## src/rtl/pport_pkg.sv

```systemverilog
`timescale 1ns/1ps
package pport_pkg;

  typedef enum logic {
    SYNC_STROBE = 1'b0,
    SYNC_CTLCLK = 1'b1
  } sync_mode_e;

  typedef enum logic {
    DIR_RX = 1'b0,
    DIR_TX = 1'b1
  } dir_e;

  typedef enum logic [1:0] {
    EDGE_FALL = 2'd0,
    EDGE_RISE = 2'd1,
    EDGE_ANY  = 2'd2
  } edge_kind_e;

  // chooses the event that counts for the active timing scheme
  function automatic logic sel_event(sync_mode_e mode, logic strobe_evt, logic ctl_evt);
    return (mode == SYNC_CTLCLK) ? ctl_evt : strobe_evt;
  endfunction

  // receive holding register can take a byte
  function automatic logic rx_room(logic held, logic ready);
    return !held || ready;
  endfunction

  // transmit slot takes a byte: on an advance, or to refill an empty slot
  function automatic logic tx_take(logic offered, logic advance, logic full);
    return offered && (advance || !full);
  endfunction

endpackage

```

## src/rtl/pport_sync.sv

```systemverilog
`timescale 1ns/1ps
module pport_sync #(
  parameter int W = 1,
  parameter int STAGES = 2,
  parameter logic [W-1:0] RST_VAL = '0
) (
  input  logic         clk,
  input  logic         rst_n,
  input  logic [W-1:0] d,
  output logic [W-1:0] q
);
  localparam int LAST = STAGES - 1;

  logic [W-1:0] stg [STAGES];

  always_ff @(posedge clk) begin
    if (!rst_n) stg[0] <= RST_VAL;
    else        stg[0] <= d;
  end

  for (genvar g = 1; g < STAGES; g++) begin : g_stage
    always_ff @(posedge clk) begin
      if (!rst_n) stg[g] <= RST_VAL;
      else        stg[g] <= stg[g-1];
    end
  end

  assign q = stg[LAST];
endmodule

```

## src/rtl/pport_edge.sv

```systemverilog
`timescale 1ns/1ps
module pport_edge #(
  parameter pport_pkg::edge_kind_e KIND = pport_pkg::EDGE_FALL,
  parameter logic RST_VAL = 1'b0
) (
  input  logic clk,
  input  logic rst_n,
  input  logic sig,
  output logic evt
);
  logic prev;

  always_ff @(posedge clk) begin
    if (!rst_n) prev <= RST_VAL;
    else        prev <= sig;
  end

  if (KIND == pport_pkg::EDGE_FALL) begin : g_fall
    assign evt = prev & ~sig;
  end else if (KIND == pport_pkg::EDGE_RISE) begin : g_rise
    assign evt = ~prev & sig;
  end else begin : g_any
    assign evt = prev ^ sig;
  end
endmodule

```

## src/rtl/pport_rx.sv

```systemverilog
`timescale 1ns/1ps
module pport_rx #(
  parameter int DW = 8
) (
  input  logic          clk,
  input  logic          rst_n,
  input  logic          cap,
  input  logic [DW-1:0] din,
  input  logic          rx_ready,
  output logic          rx_valid,
  output logic [DW-1:0] rx_data,
  output logic          overflow
);
  logic take_w;
  logic drop_w;

  assign take_w = cap && pport_pkg::rx_room(rx_valid, rx_ready);
  assign drop_w = cap && !pport_pkg::rx_room(rx_valid, rx_ready);

  always_ff @(posedge clk) begin
    if (!rst_n) begin
      rx_valid <= 1'b0;
      rx_data  <= '0;
      overflow <= 1'b0;
    end else begin
      overflow <= drop_w;
      if (take_w) begin
        rx_valid <= 1'b1;
        rx_data  <= din;
      end else if (rx_valid && rx_ready) begin
        rx_valid <= 1'b0;
      end
    end
  end
endmodule

```

## src/rtl/pport_tx.sv

```systemverilog
`timescale 1ns/1ps
module pport_tx #(
  parameter int DW = 8
) (
  input  logic          clk,
  input  logic          rst_n,
  input  logic          en,
  input  logic          adv,
  input  logic          tx_valid,
  input  logic [DW-1:0] tx_data,
  output logic          tx_ready,
  output logic [DW-1:0] pins,
  output logic          slot_full
);
  assign tx_ready = en && pport_pkg::tx_take(tx_valid, adv, slot_full);

  always_ff @(posedge clk) begin
    if (!rst_n) begin
      pins      <= '0;
      slot_full <= 1'b0;
    end else if (tx_ready) begin
      pins      <= tx_data;
      slot_full <= 1'b1;
    end else if (adv) begin
      slot_full <= 1'b0;
    end
  end
endmodule

```

## src/rtl/pport_endpoint.sv

```systemverilog
`timescale 1ns/1ps
module pport_endpoint #(
  parameter int DW = 8,
  parameter int SYNC_STAGES = 2
) (
  input  logic          clk,
  input  logic          rst_n,
  input  logic          cfg_ctl_clk,
  input  logic          cfg_tx,
  input  logic          port_stb_n,
  input  logic          port_ctl,
  input  logic [DW-1:0] port_data_in,
  output logic [DW-1:0] port_data_out,
  output logic          port_data_oe,
  output logic          rx_valid,
  output logic [DW-1:0] rx_data,
  input  logic          rx_ready,
  output logic          rx_overflow,
  input  logic          tx_valid,
  input  logic [DW-1:0] tx_data,
  output logic          tx_ready
);
  import pport_pkg::*;

  logic          stb_s;
  logic          ctl_s;
  logic [DW-1:0] din_s;
  logic          stb_fall;
  logic          stb_rise;
  logic          ctl_tog;
  sync_mode_e    act_mode;
  dir_e          act_dir;
  logic          act_tx;
  logic          act_ctl;
  logic          idle_w;
  logic          cap_evt;
  logic          adv_evt;
  logic          slot_full;

  pport_sync #(.W(1), .STAGES(SYNC_STAGES), .RST_VAL(1'b1)) u_sync_stb (
    .clk(clk), .rst_n(rst_n), .d(port_stb_n), .q(stb_s));
  pport_sync #(.W(1), .STAGES(SYNC_STAGES), .RST_VAL(1'b0)) u_sync_ctl (
    .clk(clk), .rst_n(rst_n), .d(port_ctl), .q(ctl_s));
  pport_sync #(.W(DW), .STAGES(SYNC_STAGES), .RST_VAL('0)) u_sync_dat (
    .clk(clk), .rst_n(rst_n), .d(port_data_in), .q(din_s));

  pport_edge #(.KIND(EDGE_FALL), .RST_VAL(1'b1)) u_edge_fall (
    .clk(clk), .rst_n(rst_n), .sig(stb_s), .evt(stb_fall));
  pport_edge #(.KIND(EDGE_RISE), .RST_VAL(1'b1)) u_edge_rise (
    .clk(clk), .rst_n(rst_n), .sig(stb_s), .evt(stb_rise));
  pport_edge #(.KIND(EDGE_ANY), .RST_VAL(1'b0)) u_edge_ctl (
    .clk(clk), .rst_n(rst_n), .sig(ctl_s), .evt(ctl_tog));

  // configuration is taken over only while nothing is in flight
  assign idle_w = !rx_valid && !slot_full;

  always_ff @(posedge clk) begin
    if (!rst_n) begin
      act_mode <= SYNC_STROBE;
      act_dir  <= DIR_RX;
    end else if (idle_w) begin
      act_mode <= sync_mode_e'(cfg_ctl_clk);
      act_dir  <= dir_e'(cfg_tx);
    end
  end

  assign act_tx  = (act_dir == DIR_TX);
  assign act_ctl = (act_mode == SYNC_CTLCLK);

  assign cap_evt = !act_tx && sel_event(act_mode, stb_fall, ctl_tog);
  assign adv_evt = act_tx && sel_event(act_mode, stb_rise, ctl_tog);

  pport_rx #(.DW(DW)) u_rx (
    .clk(clk), .rst_n(rst_n), .cap(cap_evt), .din(din_s), .rx_ready(rx_ready),
    .rx_valid(rx_valid), .rx_data(rx_data), .overflow(rx_overflow));

  pport_tx #(.DW(DW)) u_tx (
    .clk(clk), .rst_n(rst_n), .en(act_tx), .adv(adv_evt), .tx_valid(tx_valid),
    .tx_data(tx_data), .tx_ready(tx_ready), .pins(port_data_out), .slot_full(slot_full));

  assign port_data_oe = act_tx;
endmodule

```

## config.mk

```make
export PLATFORM = sky130hd
export DESIGN_NAME = pport_endpoint
export DESIGN_NICKNAME = d
export VERILOG_FILES = /design/src/rtl/pport_pkg.sv /design/src/rtl/pport_sync.sv /design/src/rtl/pport_edge.sv /design/src/rtl/pport_rx.sv /design/src/rtl/pport_tx.sv /design/src/rtl/pport_endpoint.sv
export SDC_FILE = /design/constraint.sdc
export NUM_CORES = 1
export LEC_CHECK = 0
export CAP_MARGIN = 20
export CORE_MARGIN = 4
export CORE_UTILIZATION = 37
export DETAILED_ROUTE_END_ITERATION = 6
export PLACE_DENSITY = 0.69
export SYNTH_ARGS = -nofsm -noshare
export SYNTH_HDL_FRONTEND = slang
export SYNTH_HIERARCHICAL = 1
export SYNTH_SLANG_ARGS = --single-unit
```

## constraint.sdc

```tcl
create_clock -name clk -period 1.49 [get_ports clk]
set_input_delay 0.298 -clock clk [delete_from_list [all_inputs] [get_ports clk]]
set_output_delay 0.298 -clock clk [all_outputs]
set_load 0.05 [all_outputs]
```

### After elaboration in Yosys (flattened, before gate mapping)

Memory sizes are Yosys's and may differ from the RTL's. A register that Yosys moved wholly into a read port is not among the register bits.
Index checks and enable logic that the tools add are counted.

* logic and storage cells: 53
* flip-flop bits (word level): 15
* output and inout bits: 20
* RAM bits: 20
* input port bits: 24
* memories: 3

* reductions and logical operators: 17
* multiplexer cells: 14
* bitwise logic cells: 11

Memory list
* u_sync_dat.stg: depth 2, bits a word 8, rd ports 2, clocked after memory_dff 1, wr ports 2, line pport_sync.sv:14 `logic [W-1:0] stg [STAGES];`
* u_sync_ctl.stg: depth 2, bits a word 1, rd ports 2, clocked after memory_dff 0, wr ports 2, line pport_sync.sv:14
* u_sync_stb.stg: depth 2, bits a word 1, rd ports 2, clocked after memory_dff 0, wr ports 2, line pport_sync.sv:14

Operators by type and width (number)
* 8-bit two-way mux: 2
* 1-bit two-way mux: 12
* 1-bit logical AND: 8
* 1-bit bitwise OR: 6
* 1-bit zero test: 5
* 2-bit nonzero test: 2
* 1-bit bitwise AND: 2
* 1-bit logical OR: 2
* 1-bit NOT: 2
* 1-bit XOR: 1

### Longest topological paths before layout

* word-level depth: 8
* gate-level depth with buffers: 7
* mapped depth without buffers: 6

### Cells and area by module

The synthesis kept the hierarchy.

Modules (own cells, without submodules)
* pport_sync (u_sync_dat): sequential area each 320.3 um2, area an instance 446.7 um2, instances 1, cells each 33
* pport_rx: sequential area each 200.2 um2, area an instance 404.1 um2, instances 1, cells each 41
* pport_tx: sequential area each 180.2 um2, area an instance 382.9 um2, instances 1, cells each 40
* pport_endpoint: sequential area each 40.0 um2, area an instance 106.4 um2, instances 1, cells each 13
* pport_sync (u_sync_ctl ...): sequential area each 40.0 um2, area an instance 52.6 um2, instances 2, cells each 4
* pport_edge (u_edge_rise): sequential area each 20.0 um2, area an instance 40.0 um2, instances 1, cells each 3
* pport_edge (u_edge_ctl): sequential area each 20.0 um2, area an instance 36.3 um2, instances 1, cells each 3
* pport_edge (u_edge_fall): sequential area each 20.0 um2, area an instance 32.5 um2, instances 1, cells each 3

### Worst setup path after synthesis

OpenSTA, ideal clock, no wires.

* kind: register -> output
* start point: reg act_dir, in the netlist port_data_oe
* end point: out tx_ready
* stages on the path, launching flop included: 5
* required time: 1192 ps
* path buffers: 1
* setup slack: -169 ps
* arrival: 1361 ps
* cells stage by stage: dfxtp_1 -> a21boi_0 -> nand2b_4 -> nor2b_4 -> buf_6

* longest elaborated chain between the ends: 4

RTL lines
* from (decl): line pport_endpoint.sv:32 `dir_e act_dir;`
* from (signal assigned): line pport_endpoint.sv:63 `act_dir <= dir_e'(cfg_tx);`
* 1-bit logical AND: line pport_endpoint.sv:71 `assign adv_evt = act_tx && sel_event(act_mode, stb_rise, ctl_tog);`
* via adv_evt: line pport_endpoint.sv:37 `logic adv_evt;`
* 1-bit logical OR: line pport_pkg.sv:32 `return offered && (advance || !full);`
* 1-bit logical AND: line pport_pkg.sv:32
* 1-bit logical AND: line pport_tx.sv:15 `assign tx_ready = en && pport_pkg::tx_take(tx_valid, adv, slot_full);`
* to (decl): line pport_endpoint.sv:21 `output logic tx_ready`

The timed path passes the listed nets, and every way through them passes these cells.

==> out/summary.txt <==
outcome: finished with violations
failing checks: negative setup slack
hold depth: 3
M1 GR Usage: 0.119
GRT Total Usage: 0.117
Ys Warns: 6
die area: 0.00530 sq mm
fin. max-slew vios: 0
total I/O pin count: 44
met2 usage: 0.197
crit path time final: 1760 ps
Clock Latency Late Sink: 290 ps
fmax: 569 MHz
relative slew slack: 0.821
Critical Path Max Stage Delay: 340 ps
PwrDens: 1050 mW/mm^2
Setup CP Type: flip-flop to primary output
GPL Wtd Cong: 0.674
Max Cap Violations: 0
Least-Margin Pin Slew: 268 ps
Vias: 1,089
Std-Cell Rows: 23
top cells by area, synth: dfxtp_1 (57%), mux2i_1 (10%), nand2_1 (8.5%), and2_2 (6.3%), nor2b_4 (2.7%)
final setup fails: 3
grt total ovfl: 0
Post-synth EDFFs: 0
synthesized flop and latch total: 44
share of the synthesized area in the top cell type: 0.567
Hold WC Path Type: input port to flip-flop
CP Capture Type: primary output
Net count, final: 217
Core ar.: 0.00403 sq mm
Synth cell types: 22
Die Wd: 72.8 microns
vias in the first global route: 1,022
clk sink count: 44
fin util: 0.590
Worst R2R Path Depth: 7
DRT Pass-1 Iters: 4
most frequent cells in the layout: dfxtp_1 (41), nand2_1 (35), clkdlybuf4s50_1 (22), buf_12 (22), mux2i_1 (16)
final wirelength: 2.85 mm
root buf cell: clkbuf_8
critical path peak fanout: 2
commonest non-fill, non-tap cell in the layout: dfxtp_1
syn_area_per_cell: 10.8 sq um
crit path launch type: flip-flop
post-synthesis sequential area ratio: 0.567
RSZ-0062 raised after global routing: true
Synth async-reset ratio: 0
htree depth: 2
first-pass GRT wire length: 4.63 mm
Design Power: 2510 uW
TNS Setup: -277 ps
CTS tree: done
CP arrival: 1460 ps
largest net degree at the start of global routing: 32
Placed Instances: 236
Max IR drop VDD: 0.000656 V
syn nets: 168
Inserted Diodes: 0
Remaining DRCs: 0
slack of the critical path: -266 ps
CTS buffer count: 5
area delta synth->final: 53.1%
LEAKAGE: 0.000930 uW
gr busiest metal: met2
slowest CP cell: dfxtp_2
worst path cell trace: xor2_1, nand2_1, a21boi_1, nand2b_4, nor2b_4, buf_12
share of cells above drive strength 1: 0.299
met3 usage: 0.0634
Final Hold Fails: 0
Worst Clk Skew: 2.98 ps
Die Ht: 72.8 microns
clock buffer depth: 2
DRT iter0 DRCs: 42
Final Non-Filler Cells: 244
worst path required time: 1190 ps
via/cell ratio: 4.46
Final Cycle Share: 1.18
mean routed wirelength per cell: 11.7 microns
cell count after synthesis: 144
Fillers: 340
Starting Density: 0.386
post-route ant nets: 0
Post-CTS Setup Repair Bufs: 0
DPL Wire Length: 2.23 mm
Post-synth top flop: dfxtp_1
DP Worst Slack: -69.7 ps
Clk pin slew, worst setup/hold paths: 80 ps
Cell Area, Synth: 0.00155 sq mm
port bufs: 43
cell taking the most area after synthesis: dfxtp_1
initial antenna violation count: 0
-- worst max-delay path, delay by kind of cell (launching register included) --
kind	cells	cell delay (ps)
AOI/OAI and AO/OA	1	140
xor gates and xnor gates	1	150
DFF	1	340
and+or+nand+nor	3	390
buffers and inverters	1	150
-- through the flow --
step           area [sq um]  hold slack, ps
2_1_floorplan          1560             371
3_3_place_gp           2250             392
3_5_place_dp           2250             398
4_1_cts                2380             372
5_1_grt                2380             368
6_report               2380             380
-- layout make-up --
| cell class | instances | area, sq um | share of cell area |
|---|---|---|---|
| repair buffers | 49 | 696 | 0.292 |
| clock buffers | 6 | 82.6 | 0.0347 |
| well taps | 50 | 62.6 | 0.0263 |
| multi-input cells | 93 | 614 | 0.258 |
| clock inverters | 2 | 38.8 | 0.0163 |
| flip-flops and latches | 44 | 885 | 0.372 |
-- cells by family (layout without fill, tap and decap cells) --
family          count (synthesis)  count (layout)  share of synthesized area
compound gates                  8               8                     0.0370
xor+xnor                        1               1                    0.00564
buf+inv                         7              57                     0.0378
flops                          44              44                      0.567
mux                            16              16                      0.103
simple gates                   68              68                      0.250
-- per-layer routing --
metal,wire (microns),part of all wire
met1,1100,0.39
met2,1440,0.50
met3,277,0.097
met4,38,0.013
met5,0,0
-- synth_stat cells (2+ instances only) --
cell,n
dfxtp_1,44
buf_6,3
and2_1,6
nand2_1,35
nor2b_4,3
mux2i_1,16
nand2b_1,6
o31ai_1,2
buf_4,2
and2_2,13
buf_2,2
o211ai_1,2
-- sequential cells by signal, indices dropped and copies added, names as in the netlist --
signal and count:
u_rx/rx_valid 1, u_sync_ctl/stg 2, act_ctl 1, u_tx/pins 8
u_tx/slot_full 1, u_rx/overflow 1, port_data_oe 1, u_edge_fall/prev 1
u_edge_rise/prev 1, u_rx/rx_data 8, u_edge_ctl/prev 1, u_sync_stb/stg 2
u_sync_dat/stg 16
-- power by group --
group | leakage, uW | internal [uW] | switching [uW]
sequential | 0.000362 | 1220 | 29.5
clock | 0.0000614 | 548 | 390
combinational | 0.000507 | 180 | 136
total | 0.000930 | 1950 | 555
-- worst paths after layout --
check	from	endpoint	slack, ps
setup / recovery	u_sync_ctl/stg[1]$_DFF_P_	tx_ready	-270
hold / removal	rst_n	u_edge_fall/prev$_SDFF_PN1_	380
setup reg to reg	u_sync_ctl/stg[1]$_DFF_P_	u_tx/pins[3]$_SDFFE_PN0P_	-10
hold reg to reg	u_sync_stb/stg[0]$_SDFF_PN1_	u_sync_stb/stg[1]$_SDFF_PN1_	410
-- repair_timing --
action / 4_1_cts / 5_1_grt
hold endpoints to repair: 0 / 0
resized for setup: 3 / 0
hold buffers: 0 / 0
endpoints found under the setup margin: 9 / 17
No activity file was read; power rests on OpenSTA's default activity.
